$ cat config.mk
export PLATFORM = sky130hd
export DESIGN_NAME = hit_drain
export DESIGN_NICKNAME = d
export VERILOG_FILES = /design/src/rtl/hd_pkg.sv /design/src/rtl/hd_prio_enc.sv /design/src/rtl/hd_work_reg.sv /design/src/rtl/hd_ctrl.sv /design/src/rtl/hit_drain.sv
export SDC_FILE = /design/constraint.sdc
export NUM_CORES = 1
export LEC_CHECK = 0
export ABC_AREA = 1
export ABC_CLOCK_PERIOD_IN_PS = 3500
export BUFFER_PORTS_ARGS = -buffer_cell sky130_fd_sc_hd__buf_4
export CAP_MARGIN = 20
export CORE_ASPECT_RATIO = 1.1
export CORE_MARGIN = 4
export CORE_UTILIZATION = 50
export DETAILED_ROUTE_END_ITERATION = 10
export GPL_ROUTABILITY_DRIVEN = 1
export GPL_TIMING_DRIVEN = 0
export MAX_ROUTING_LAYER = met4
export PLACE_DENSITY = 0.7
export SKIP_LAST_GASP = 1
export SLEW_MARGIN = 20
export SYNTH_ARGS = -nofsm -noshare
export SYNTH_HDL_FRONTEND = slang
export SYNTH_SLANG_ARGS = --single-unit
$ cat constraint.sdc
create_clock -name clk -period 3.5 [get_ports clk]
set_clock_uncertainty 0.1 [all_clocks]
set_input_delay 0.525 -clock clk [delete_from_list [all_inputs] [get_ports clk]]
set_output_delay 0.525 -clock clk [all_outputs]
set_load 0.01 [all_outputs]
$ cat src/rtl/hd_pkg.sv
`timescale 1ns/1ps
// Package: shared types for the hit-vector drain block.
// Assumes nothing beyond the standard language.
package hd_pkg;
    // Controller states: waiting for a load, or draining set bits.
    typedef enum logic [0:0] {
        HD_IDLE  = 1'b0,
        HD_DRAIN = 1'b1
    } hd_state_e;
endpackage

$ cat src/rtl/hd_prio_enc.sv
`timescale 1ns/1ps
// Module: hd_prio_enc
// Finds the lowest-numbered set bit of its input and gives its index.
// Assumes VEC_W >= 2. Gives index 0 and found=0 for an empty input.
module hd_prio_enc #(
    parameter int VEC_W = 32,
    localparam int IDX_W = $clog2(VEC_W)
) (
    input  logic [VEC_W-1:0] vec,
    output logic [IDX_W-1:0] idx,
    output logic             found
);
    // Scan from the top down so that the lowest set bit is written last and wins.
    always_comb begin
        idx   = '0;
        found = |vec;
        for (int i = VEC_W - 1; i >= 0; i--) begin
            if (vec[i]) begin
                idx = IDX_W'(i);
            end
        end
    end
endmodule

$ cat src/rtl/hd_work_reg.sv
`timescale 1ns/1ps
// Module: hd_work_reg
// Holds the working copy of the hit vector. On a load it takes the new
// vector. On a step it clears the bit whose index is sel_idx.
// Assumes load_take and step are never high together.
module hd_work_reg #(
    parameter int VEC_W = 32,
    localparam int IDX_W = $clog2(VEC_W)
) (
    input  logic             clk,
    input  logic             rst_n,
    input  logic             load_take,
    input  logic [VEC_W-1:0] vec_i,
    input  logic             step,
    input  logic [IDX_W-1:0] sel_idx,
    output logic [VEC_W-1:0] work_q,
    output logic             rest_zero
);
    logic [VEC_W-1:0] clr_mask;
    logic [VEC_W-1:0] rest;

    // One decoder line per bit: it selects the bit issued this cycle.
    for (genvar g = 0; g < VEC_W; g++) begin : g_mask
        assign clr_mask[g] = (sel_idx == IDX_W'(g));
    end

    // The copy left over once this cycle's bit is removed.
    always_comb begin
        rest      = work_q & ~clr_mask;
        rest_zero = (rest == '0);
    end

    // Register the working copy: load, clear one bit, or hold.
    always_ff @(posedge clk) begin
        if (!rst_n) begin
            work_q <= '0;
        end else if (load_take) begin
            work_q <= vec_i;
        end else if (step) begin
            work_q <= rest;
        end
    end
endmodule

$ cat src/rtl/hd_ctrl.sv
`timescale 1ns/1ps
// Module: hd_ctrl
// Sequences the run. It accepts a load only while idle, steps the working
// copy while draining, and raises a one-cycle done pulse at the end.
// Assumes rest_zero refers to the working copy after this cycle's clear.
module hd_ctrl (
    input  logic clk,
    input  logic rst_n,
    input  logic load_i,
    input  logic vec_zero,
    input  logic rest_zero,
    output logic load_take,
    output logic step,
    output logic busy,
    output logic done
);
    import hd_pkg::*;

    hd_state_e state_q, state_d;
    logic      done_d;

    // Derive the handshake strobes from the state.
    always_comb begin
        load_take = load_i && (state_q == HD_IDLE);
        step      = (state_q == HD_DRAIN);
        busy      = (state_q == HD_DRAIN);
    end

    // Next-state logic and the done condition.
    always_comb begin
        state_d = state_q;
        done_d  = 1'b0;
        case (state_q)
            HD_IDLE: begin
                if (load_take) begin
                    if (vec_zero) begin
                        done_d = 1'b1;
                    end else begin
                        state_d = HD_DRAIN;
                    end
                end
            end
            HD_DRAIN: begin
                if (rest_zero) begin
                    state_d = HD_IDLE;
                    done_d  = 1'b1;
                end
            end
            default: state_d = HD_IDLE;
        endcase
    end

    // Register the state and the done pulse.
    always_ff @(posedge clk) begin
        if (!rst_n) begin
            state_q <= HD_IDLE;
            done    <= 1'b0;
        end else begin
            state_q <= state_d;
            done    <= done_d;
        end
    end
endmodule

$ cat src/rtl/hit_drain.sv
`timescale 1ns/1ps
// Module: hit_drain (top)
// Drains a multi-hot vector one set bit per cycle, lowest index first,
// and issues each index as an address.
// Assumes at most MAX_HITS bits are set in any vector that is loaded.
module hit_drain #(
    parameter int VEC_W    = 32,
    parameter int MAX_HITS = 4,
    localparam int IDX_W = $clog2(VEC_W)
) (
    input  logic             clk,
    input  logic             rst_n,
    input  logic             load_i,
    input  logic [VEC_W-1:0] vec_i,
    output logic [IDX_W-1:0] addr_o,
    output logic             addr_vld_o,
    output logic             busy_o,
    output logic             done_o
);
    logic [VEC_W-1:0] work_q;
    logic [IDX_W-1:0] enc_idx;
    logic             enc_found;
    logic             load_take;
    logic             step;
    logic             rest_zero;

    hd_prio_enc #(.VEC_W(VEC_W)) u_enc (
        .vec   (work_q),
        .idx   (enc_idx),
        .found (enc_found)
    );

    hd_work_reg #(.VEC_W(VEC_W)) u_work (
        .clk       (clk),
        .rst_n     (rst_n),
        .load_take (load_take),
        .vec_i     (vec_i),
        .step      (step),
        .sel_idx   (enc_idx),
        .work_q    (work_q),
        .rest_zero (rest_zero)
    );

    hd_ctrl u_ctrl (
        .clk       (clk),
        .rst_n     (rst_n),
        .load_i    (load_i),
        .vec_zero  (vec_i == '0),
        .rest_zero (rest_zero),
        .load_take (load_take),
        .step      (step),
        .busy      (busy_o),
        .done      (done_o)
    );

    // Present the address only while a bit is being issued.
    always_comb begin
        addr_vld_o = enc_found;
        addr_o     = enc_found ? enc_idx : '0;
    end
endmodule

==> results.md, run 1 <==
* Max Slew Vio Count at 0
* Ys Warns at 0
* Hold Path Class: flop to flop
* Setup TNS at 0 ns
* P&R area growth vs syn at 21.3%
* WP data arrival at 3.35 ns
* Post-DP HPWL at 6180 µm
* Hold Path Cell Cnt at 2
* Max Cap Viol at 0
* DRT Pass-1 Iters at 5
* Die ar. at 0.00603 mm²
* Vias in the first global route at approximately 2700
* Die H at 81.0 µm
* Clk root buf: clkbuf_8
* Startpoint types: flop
* Initial antenna violation count at 0
* Routed wire length at about 7700 µm
* DR DRC count at 0
* Hold Path Origin: u_work.work_q[5]
* Clock Path Buffers at 2
* Diodes inserted at 0
* Most frequent CP cell: nand2_1
* CP Launch Point: u_work.work_q[30]
* Worst rel slew slack at 59.5%
* Top cells by area, synth: dfxtp_1, nand2_1, a31oi_1
* Initial DRC Count at 151
* Clock Pin Slew Worst Setup and Hold Paths at 0.07 ns
* Pin count of the biggest net entering global routing at 11
* Lkg Pwr at 1.23 nW
* Post-synthesis sequential area ratio at 28.1%
* Yosys top cell area share at 28.1%
* Ports at 43
* H-tree Lvls at 2
* Fmax at between 0.3 and 0.4 GHz
* Vias per cell at between 5 and 6
* Layout cells sized above 1 at 19.3%
* Design Power at 0.00122 W
* Flops & latches, synth at 34
* Post-Place Worst Slack at 0.128 ns
* Hold Vio Cnt, Final at 0
* PD cells at 413 mW/mm²
* Worst hold margin at roughly 0.41 ns
* RR Startpoint: u_work.work_q[30]
* Initial Utilization at between 50% and 60%
* Crit share post-route at 94.1%
* IO buf count at 42
* Crit Path Class: flop to flop
* RSZ-0062 raised after global routing: true
* All-Layer GR Usage at 27.9%
* Final ANT Viol Nets at 0
* Synth Cell Area at 0.00242 mm²
* Die X at 74.4 µm
* Via count at roughly 2900
* Setup ws final at 0.205 ns
* Final setup vio count at 0
* Inserted Clock Buffers at 5
* Slowest stage delay, CP at 0.35 ns
* Max VDD drop at around 0.20 mV
* Gr ovfl total at 0
* Final #Nets at ~500
* Syn Nets at 439
* Clk sink count at 34
* CP Data Required Time at 3.56 ns
* First-pass GRT wire length at 12600 µm
* Worst Setup End Kind: flop
* Reg2Reg Depth at 40
* Crit path max fanout at 5
* Final min period at ~3.3 ns
* Clock latency on the worst-skew pair at between 0.2 and 0.3 ns
* Synth Instances at 404
* Slowest stage cell, crit path: dfxtp_4
* RePlAce Congestion at roughly 0.94
* Post-Syn Area per Cell at 6.00 µm²
* Std cell rows at 26
* Yosys cell types at 26
* DR WL/cell at 15.1 µm
* CTS tree: yes
* Core ar. at 0.00468 mm²
* Synth area leader: dfxtp_1
* Outcome: completed
* Worst slew pin tran at 0.608 ns
==> cell usage after synthesis <==
library cell / number
nand2_4: 1
buf_2: 4
nand2_1: 139
nor4_1: 11
buf_1: 1
o21bai_1: 2
nand2_2: 2
a21oi_2: 1
nor3_1: 1
nor2_1: 30
o21ai_1: 4
a21oi_1: 3
nand3_1: 22
nor2_2: 2
clkinv_1: 1
nand4_1: 29
a31oi_1: 31
or2_2: 13
o21ai_0: 11
nor3_2: 1
inv_2: 3
nand2_8: 3
o211ai_1: 1
clkbuf_1: 11
inv_1: 43
dfxtp_1: 34
==> final cells by class <==
type,count,area (µm²)
clock buffer,6,82.6
multi-input combinational,307,1510
fill,506,1740
buffer,16,65.1
inverter,47,176
sequential,34,688
timing repair buffer,47,353
tap,56,70.1
==> placed cells by master, fill, tap and decap left out, types with 2 or more instances in the layout <==
master,count
nand2_1,139
buf_4,47
inv_1,43
a31oi_1,31
dfxtp_1,30
nor2_1,29
nand4_1,29
nand3_1,22
or2_2,13
nor4_1,11
clkbuf_1,11
o21ai_1,8
o21ai_0,7
clkbuf_8,6
buf_2,4
a21oi_1,3
inv_2,3
nand2_8,3
nor2_2,3
dfxtp_2,3
o21bai_1,2
nand2_2,2
==> state kept, by name, indices dropped and copies added (netlist names) <==
register,count
u_work.work_q,32
u_ctrl.busy,1
u_ctrl.done,1
==> per-layer routing <==
layer	global-route usage (%)	vias up	wire length [µm]
li1	-	1455	-
met1	35.2	1286	3460
met2	44.6	107	3540
met3	4.70	20	481
met4	9.79	0	273
met5	-	-	0
==> cell families (layout without fill, tap and decap cells) <==
kind of cell | Yosys count | in the layout | share of synthesized area, %
simple gates | 254 | 254 | 49.0
buf+inv | 63 | 116 | 9.96
compound gates | 53 | 53 | 13.0
flops | 34 | 34 | 28.1
==> final timing paths <==
kind / end / slack, ns
max: u_ctrl.busy / 0.21
max reg2reg: u_ctrl.busy / 0.21
min reg2reg: u_work.work_q[5] / 0.41
min: u_work.work_q[5] / 0.41
==> worst max-delay path, delay by kind of cell, from the launching register on <==
family / cells / cell delay, ns
simple gates: 37 / 2.37
flops: 1 / 0.35
compound gates: 2 / 0.27
buf+inv: 1 / 0.04
==> where the power goes <==
group	internal (W)	leakage, nW	total, W	switching, W
Combinational	0.000174	0.903	0.000480	0.000305
Clock	0.000152	0.0431	0.000293	0.000142
Sequential	0.000413	0.281	0.000443	0.0000291
Total	0.000740	1.23	0.00122	0.000476
==> stage by stage <==
step	area [µm²]	utilization [%]	std cells
after global routing	2940	62.8	513
after global placement	2810	60.0	502
after floorplan	2420	-	404
after detailed placement	2810	60.0	502
after CTS	2890	61.8	508
final	2940	62.8	513
==> what timing repair did <==
action | 4_1_cts | 5_1_grt
buffers inserted | 0 | 5
hold buffers | 0 | 0
endpoints found under the setup margin | 0 | 3
resized for setup | 0 | 10
No activity file was read; power rests on OpenSTA's default activity.
==> run 2, diff against run 1 <==
--- a/config.mk
+++ b/config.mk
@@ -7,16 +7,16 @@
 export LEC_CHECK = 0
 export ABC_AREA = 1
 export ABC_CLOCK_PERIOD_IN_PS = 3500
-export BUFFER_PORTS_ARGS = -buffer_cell sky130_fd_sc_hd__buf_4
 export CAP_MARGIN = 20
 export CORE_ASPECT_RATIO = 1.1
 export CORE_MARGIN = 4
 export CORE_UTILIZATION = 50
 export DETAILED_ROUTE_END_ITERATION = 10
+export DONT_BUFFER_PORTS = 1
 export GPL_ROUTABILITY_DRIVEN = 1
 export GPL_TIMING_DRIVEN = 0
 export MAX_ROUTING_LAYER = met4
-export PLACE_DENSITY = 0.7
+export PLACE_DENSITY = 0.62
 export SKIP_LAST_GASP = 1
 export SLEW_MARGIN = 20
 export SYNTH_ARGS = -nofsm -noshare
==> run 2 against run 1 <==
- global-route usage up 0.35 points
- highest routed layer unchanged
- non-clock buffer count down 43
- via count down 4.4%
- register-to-register slack better by 0.05 ns
- largest cell class unchanged
- utilization down 7.0 points
- clock power down 5%
- fmax up 1.7%
==> results.md, run 2 (synthesized netlist as in run 1, its figures left out) <==
* Worst Setup End Kind: flop
* Final min period at 3.24 ns
* Crit share post-route at 92.6%
* Initial DRC Count at 163
* Worst slew pin tran at approximately 0.63 ns
* Die H at 81.0 µm
* Gr ovfl total at 0
* Routed wire length at 7640 µm
* Placed Area at 0.00249 mm²
* Initial Utilization at between 50% and 60%
* Pin count of the biggest net entering global routing at 11
* Initial antenna violation count at 0
* Hold-fix buffers, CTS at 0
* Setup TNS at 0 ns
* Max Slew Vio Count at 0
* IO buf count at 0
* Worst rel slew slack at between 50% and 60%
* Max VDD drop at ~0.20 mV
* Most common cell after layout, fill and taps aside: nand2_1
* DR DRC count at 0
* Inserted Clock Buffers at 5
* Startpoint types: flop
* Ports at 43
* Via count at 2742
* First-pass GRT wire length at 12600 µm
* Met3 WL at 589 µm
* Die ar. at 0.00603 mm²
* RePlAce Congestion at 0.998
* Hold Path Class: primary input to flop
* Std cell rows at 26
* Fmax at 0.309 GHz
* Diodes inserted at 0
* Hold Path Cell Cnt at 2
* Final #Nets at 450
* All-Layer GR Usage at 28.2%
* RSZ-0062 raised after global routing: true
* H-tree Lvls at 2
* Vias in the first global route at roughly 2600
* CTS tree: yes
* Clk root buf: clkbuf_8
* Clk sink count at 34
* Clock Pin Slew Worst Setup and Hold Paths at around 0.070 ns
* Vias per cell at 5.82
* Outcome: completed
* Crit path max fanout at 6
* Core ar. at 0.00468 mm²
* Post-DP HPWL at 6080 µm
* Max reg flops at 32
* DRT Pass-1 Iters at 5
* Top sig layer: met4
* Clock latency on the worst-skew pair at 0.29 ns
* Most frequent cells in the layout: nand2_1, inv_1, a31oi_1, dfxtp_1, nand4_1
* CP Data Required Time at 3.56 ns
* Fin area at 0.00261 mm²
* Routed length on met1 at about 3300 µm
* DR WL/cell at 16.2 µm
* PD cells at 440 mW/mm²
* Met2 routed WL at ~3500 µm
* Lkg Pwr at 1.02 nW
* Die X at between 70 and 80 µm
* Crit Path Class: flop to flop
* Fillers at around 500
* WP data arrival at 3.30 ns
* Hold Vio Cnt, Final at 0
* P&R area growth vs syn at 7.74%
* Max Cap Viol at 0
* Final ANT Viol Nets at 0
* Reg2Reg Depth at 20
* Layout cells sized above 1 at between 10% and 20%
* Clock Path Buffers at 2
* Final setup vio count at 0
* Top reg by flops: u_work.work_q
[run 2: changes by cell type in the layout (fill, tap and decap cells not counted)]
cell      delta
buf_4       -43
clkbuf_8     -1
dfxtp_2      -1
dfxtp_1      +1
nor2_1       -1
clkbuf_1     +2
nor2_2       +1
[run 2: repair_timing]
action                                  CTS  global route
resized for setup                         0            10
setup buffers                             0             4
endpoints found under the setup margin    0             3
endpoints found under the hold margin     0             0
[run 2: stage by stage]
step	util [%]	worst slack [ns]	hold WS, ns	instances	total power [W]
6_report	55.8	0.260	0.280	471	0.00115
3_3_place_gp	53.3	0.142	0.393	460	0.000853
5_1_grt	55.8	-0.165	0.295	471	0.00123
3_5_place_dp	53.3	0.166	0.398	460	0.000854
2_1_floorplan	-	0.792	0.359	404	0.000753
4_1_cts	54.9	0.126	0.275	467	0.00113
[run 2: layout make-up]
cell class	count	area [µm²]	area share, %
tap	56	70.1	2.68
inverter	47	176	6.75
sequential	34	687	26.3
timing repair buffer	4	30.0	1.15
multi-input combinational	307	1510	57.7
clock buffer	7	76.3	2.92
buffer	16	65.1	2.49
[run 2: final timing paths]
path                      from          endpoint  slack (ns)
max reg2reg  u_work.work_q[28]       u_ctrl.busy        0.26
min reg2reg   u_work.work_q[5]  u_work.work_q[5]        0.41
max          u_work.work_q[28]       u_ctrl.busy        0.26
min                   vec_i[0]  u_work.work_q[0]        0.28
[run 2: critical path, stage by stage, from the launching register on]
cell	delay, ns
dfxtp_1	0.36
nor4_1	0.45
inv_1	0.08
a21oi_1	0.17
nor2_1	0.08
o21bai_1	0.18
nand3_1	0.11
nand2_1	0.09
inv_1	0.10
nor2_2	0.24
nand4_1	0.24
o21ai_1	0.21
nand2_1	0.07
inv_1	0.08
nand2_1	0.06
nor2_1	0.14
nand2_1	0.08
nor2_2	0.09
nand2_2	0.07
nand2_1	0.06
a21oi_1	0.05
[run 2: routing by layer]
| layer | vias up | track usage, % |
|---|---|---|
| met3 | 22 | 5.07 |
| met2 | 106 | 44.1 |
| li1 | 1374 | - |
| met5 | - | - |
| met1 | 1240 | 35.5 |
| met4 | 0 | 11.9 |
[run 2: where the power goes]
part | internal [W] | switching (W) | leakage (nW)
clock | 0.000137 | 0.000142 | 0.0383
combinational | 0.000132 | 0.000294 | 0.697
sequential | 0.000413 | 0.0000299 | 0.281
total | 0.000682 | 0.000466 | 1.02
==> run 3, diff against run 2 <==
--- a/config.mk
+++ b/config.mk
@@ -5,7 +5,7 @@
 export SDC_FILE = /design/constraint.sdc
 export NUM_CORES = 1
 export LEC_CHECK = 0
-export ABC_AREA = 1
+export ABC_AREA = 0
 export ABC_CLOCK_PERIOD_IN_PS = 3500
 export CAP_MARGIN = 20
 export CORE_ASPECT_RATIO = 1.1
==> run 3 against run 2 <==
- setup slack worse by 0.19 ns
- sequential power grew 2%
- non-clock buffer count increased by 5
- count of clock-buffer cells in the layout down 1
- final cell count shrank 8.3%
- first-iteration DRC count up 63%
- sequential cell count unchanged
- critical path depth down 9
- critical path type unchanged
- die area is 2.8% higher
- routed wire length up 17%
==> results.md, run 3 <==
* Yosys cell types at 49
* Crit share post-route at 97.9%
* Ports at 43
* RePlAce Congestion at 0.967
* WP data arrival at approximately 3.5 ns
* Die ar. at 0.00620 mm²
* Max VDD drop at 0.267 mV
* PD cells at between 400 and 500 mW/mm²
* CP Data Required Time at 3.58 ns
* Hold-fix buffers, CTS at 0
* Design Power at ~0.0012 W
* Final min period at 3.43 ns
* Synth Cell Area at 0.00250 mm²
* Pin count of the biggest net entering global routing at 12
* Clk pwr share at 24.4%
* Sw Share at 39.6%
* Top reg by flops: u_work.work_q
* Startpoint types: flop
* P&R area growth vs syn at 12.2%
* Flops & latches, synth at 34
* Post-synth EDFFs at 0
* Vias per cell at between 6 and 7
* Lkg Pwr at between 0.9 and 1 nW
* Most common library cells after synthesis: nor2_1, o21ai_0, nand2_1, dfxtp_1, a21boi_0
* Ys Warns at 0
* Final Non-Filler Cells at 432
* Fmax at ~0.29 GHz
* Die X at around 75 µm
* Comb power frac at 37.6%
* Synth Instances at 362
* Hold Path Class: primary input to flop
* Synth Area in Adders at 0%
* Layout cells sized above 1 at 11.4%
* Synth Area in XOR/XNOR at 0%
* Max reg flops at 32
* Outcome: completed
* Post-synthesis sequential area ratio at 27.2%
* Worst Setup End Kind: flop
* Slowest stage delay, CP at 0.57 ns
* Routed wire length at a little under 9000 µm
* Syn Nets at 397
* Main combinational cell family by area after synthesis: simple AND/OR/NAND/NOR gates
* Yosys top cell area share at between 20% and 30%
* Max Cap Viol at 0
* Clock Pin Slew Worst Setup and Hold Paths at approximately 0.070 ns
* Crit path max fanout at 9
* Hold Vio Cnt, Final at 0
* Clock latency on the worst-skew pair at 0.29 ns
* Crit Path Class: flop to flop
* Clk root buf: clkbuf_8
* Worst hold margin at between 0.2 and 0.3 ns
* Switching Power at 0.000471 W
* Die H at 82.2 µm
* Initial Utilization at 52.7%
* Mux share of post-synthesis cell area at less than 1%
* DRT Pass-1 Iters at 6
* Sequential share of power at 37.9%
* Slowest stage cell, crit path: or4_4
* Primary FF master, synth: dfxtp_1
* Worst rel slew slack at 60.8%
* Diodes inserted at 0
* Initial antenna violation count at 0
* DR WL/cell at ~21 µm
* First-pass GRT wire length at 14300 µm
* Clock Path Buffers at 2
* Final #Nets at 410
* CP Cell Sequence: buf_6, or4_4, or2_1, buf_6, or3_4, a21oi_2, nand4_1, a211oi_2, nand4_1, or4_4, o311a_1
* IO buf count at 0
* Core ar. at around 0.0047 mm²
* Compound-Gate Fraction of Synth Area at 33.8%
* Final ANT Viol Nets at 0
* Max Slew Vio Count at 0
* All-Layer GR Usage at a little under a third
* Post-Syn Area per Cell at 6.91 µm²
* Inserted Clock Buffers at 5
* Clk sink count at 34
* Synth async-reset ratio at 0%
* Post-synthesis simple-gate area fraction at about a third
* Final setup vio count at 0
* Setup TNS at 0 ns
* Most frequent cells in the layout: nor2_1, o21ai_0, nand2_1
* Vias in the first global route at 2744
* Top cells by area, synth: dfxtp_1, nor2_1, a21boi_0
* Gr ovfl total at 0
* H-tree Lvls at 2
* Fillers at 481
* Placed cells at 418
* Top-count cell post-synth: nor2_1
* Std cell rows at 26
* P_int at 0.000719 W
* Initial DRC Count at 266
* DR DRC count at 0
* Worst slew pin tran at 0.583 ns
* Post-DP HPWL at ~6700 µm
* Most common cell after layout, fill and taps aside: nor2_1
* Synth area leader: dfxtp_1
* Via count at 2841
* CTS tree: yes
## run 3: layout make-up
cell class	count	area, µm²	share of cell area (%)
sequential	34	683	24.4
tap	56	70.1	2.50
clock inverter	2	13.8	0.491
multi-input combinational	302	1800	64.0
buffer	19	95.1	3.39
timing repair buffer	6	48.8	1.74
inverter	7	26.3	0.937
clock buffer	6	72.6	2.59
## run 3: worst paths after layout
path | cells after the start | to | start | slack (ns)
max | 11 | u_ctrl.busy | u_work.work_q[1] | 0.07
min | 2 | u_work.work_q[8] | vec_i[8] | 0.27
min reg2reg | 2 | u_work.work_q[27] | u_work.work_q[27] | 0.45
max reg2reg | 11 | u_ctrl.busy | u_work.work_q[1] | 0.07
## run 3: per-stage QoR
step / setup WS [ns] / area [µm²] / utilization (%)
after floorplan: 0.253 / 2500 / -
after global placement: -0.177 / 2570 / 54.1
after detailed placement: -0.210 / 2570 / 54.1
after CTS: 0.00200 / 2700 / 56.9
after global routing: -0.0127 / 2810 / 59.1
final: 0.0737 / 2810 / 59.1
## run 3: cells by family (layout without fill, tap and decap cells)
group | count (synthesis) | in the layout
compound gates | 128 | 128
simple gates | 173 | 173
buf+inv | 26 | 40
mux | 1 | 1
flops | 34 | 34
## run 3: worst max-delay path: cells and delay by family (launching register included)
kind / cells / cell delay (ns)
buf+inv: 2 / 0.27
flops: 1 / 0.31
simple gates: 6 / 2.04
compound gates: 3 / 0.60
## run 3: timing repair
action                                  in CTS  in global routing
endpoints found under the hold margin        0                  0
pin swaps                                    1                 11
buffers inserted                             2                  4
endpoints found under the setup margin       2                  2
resized for setup                            7                 18
## run 3: power by group through the flow
stage	registers (W)	logic (W)	clock network, W
final	0.000451	0.000448	0.000291
after global routing	0.000454	0.000491	0.000316
after CTS	0.000447	0.000413	0.000294
after detailed placement	0.000455	0.000392	0
after global placement	0.000455	0.000390	0
after floorplan	0.000439	0.000301	0
## run 3: routing by layer
metal | global-route usage (%) | vias to the layer above | routed length, µm
met3 | 5.33 | 27 | 743
met2 | 47.2 | 143 | 4050
met1 | 42.9 | 1329 | 3880
met4 | 10.8 | 0 | 253
met5 | - | - | 0
li1 | - | 1342 | -
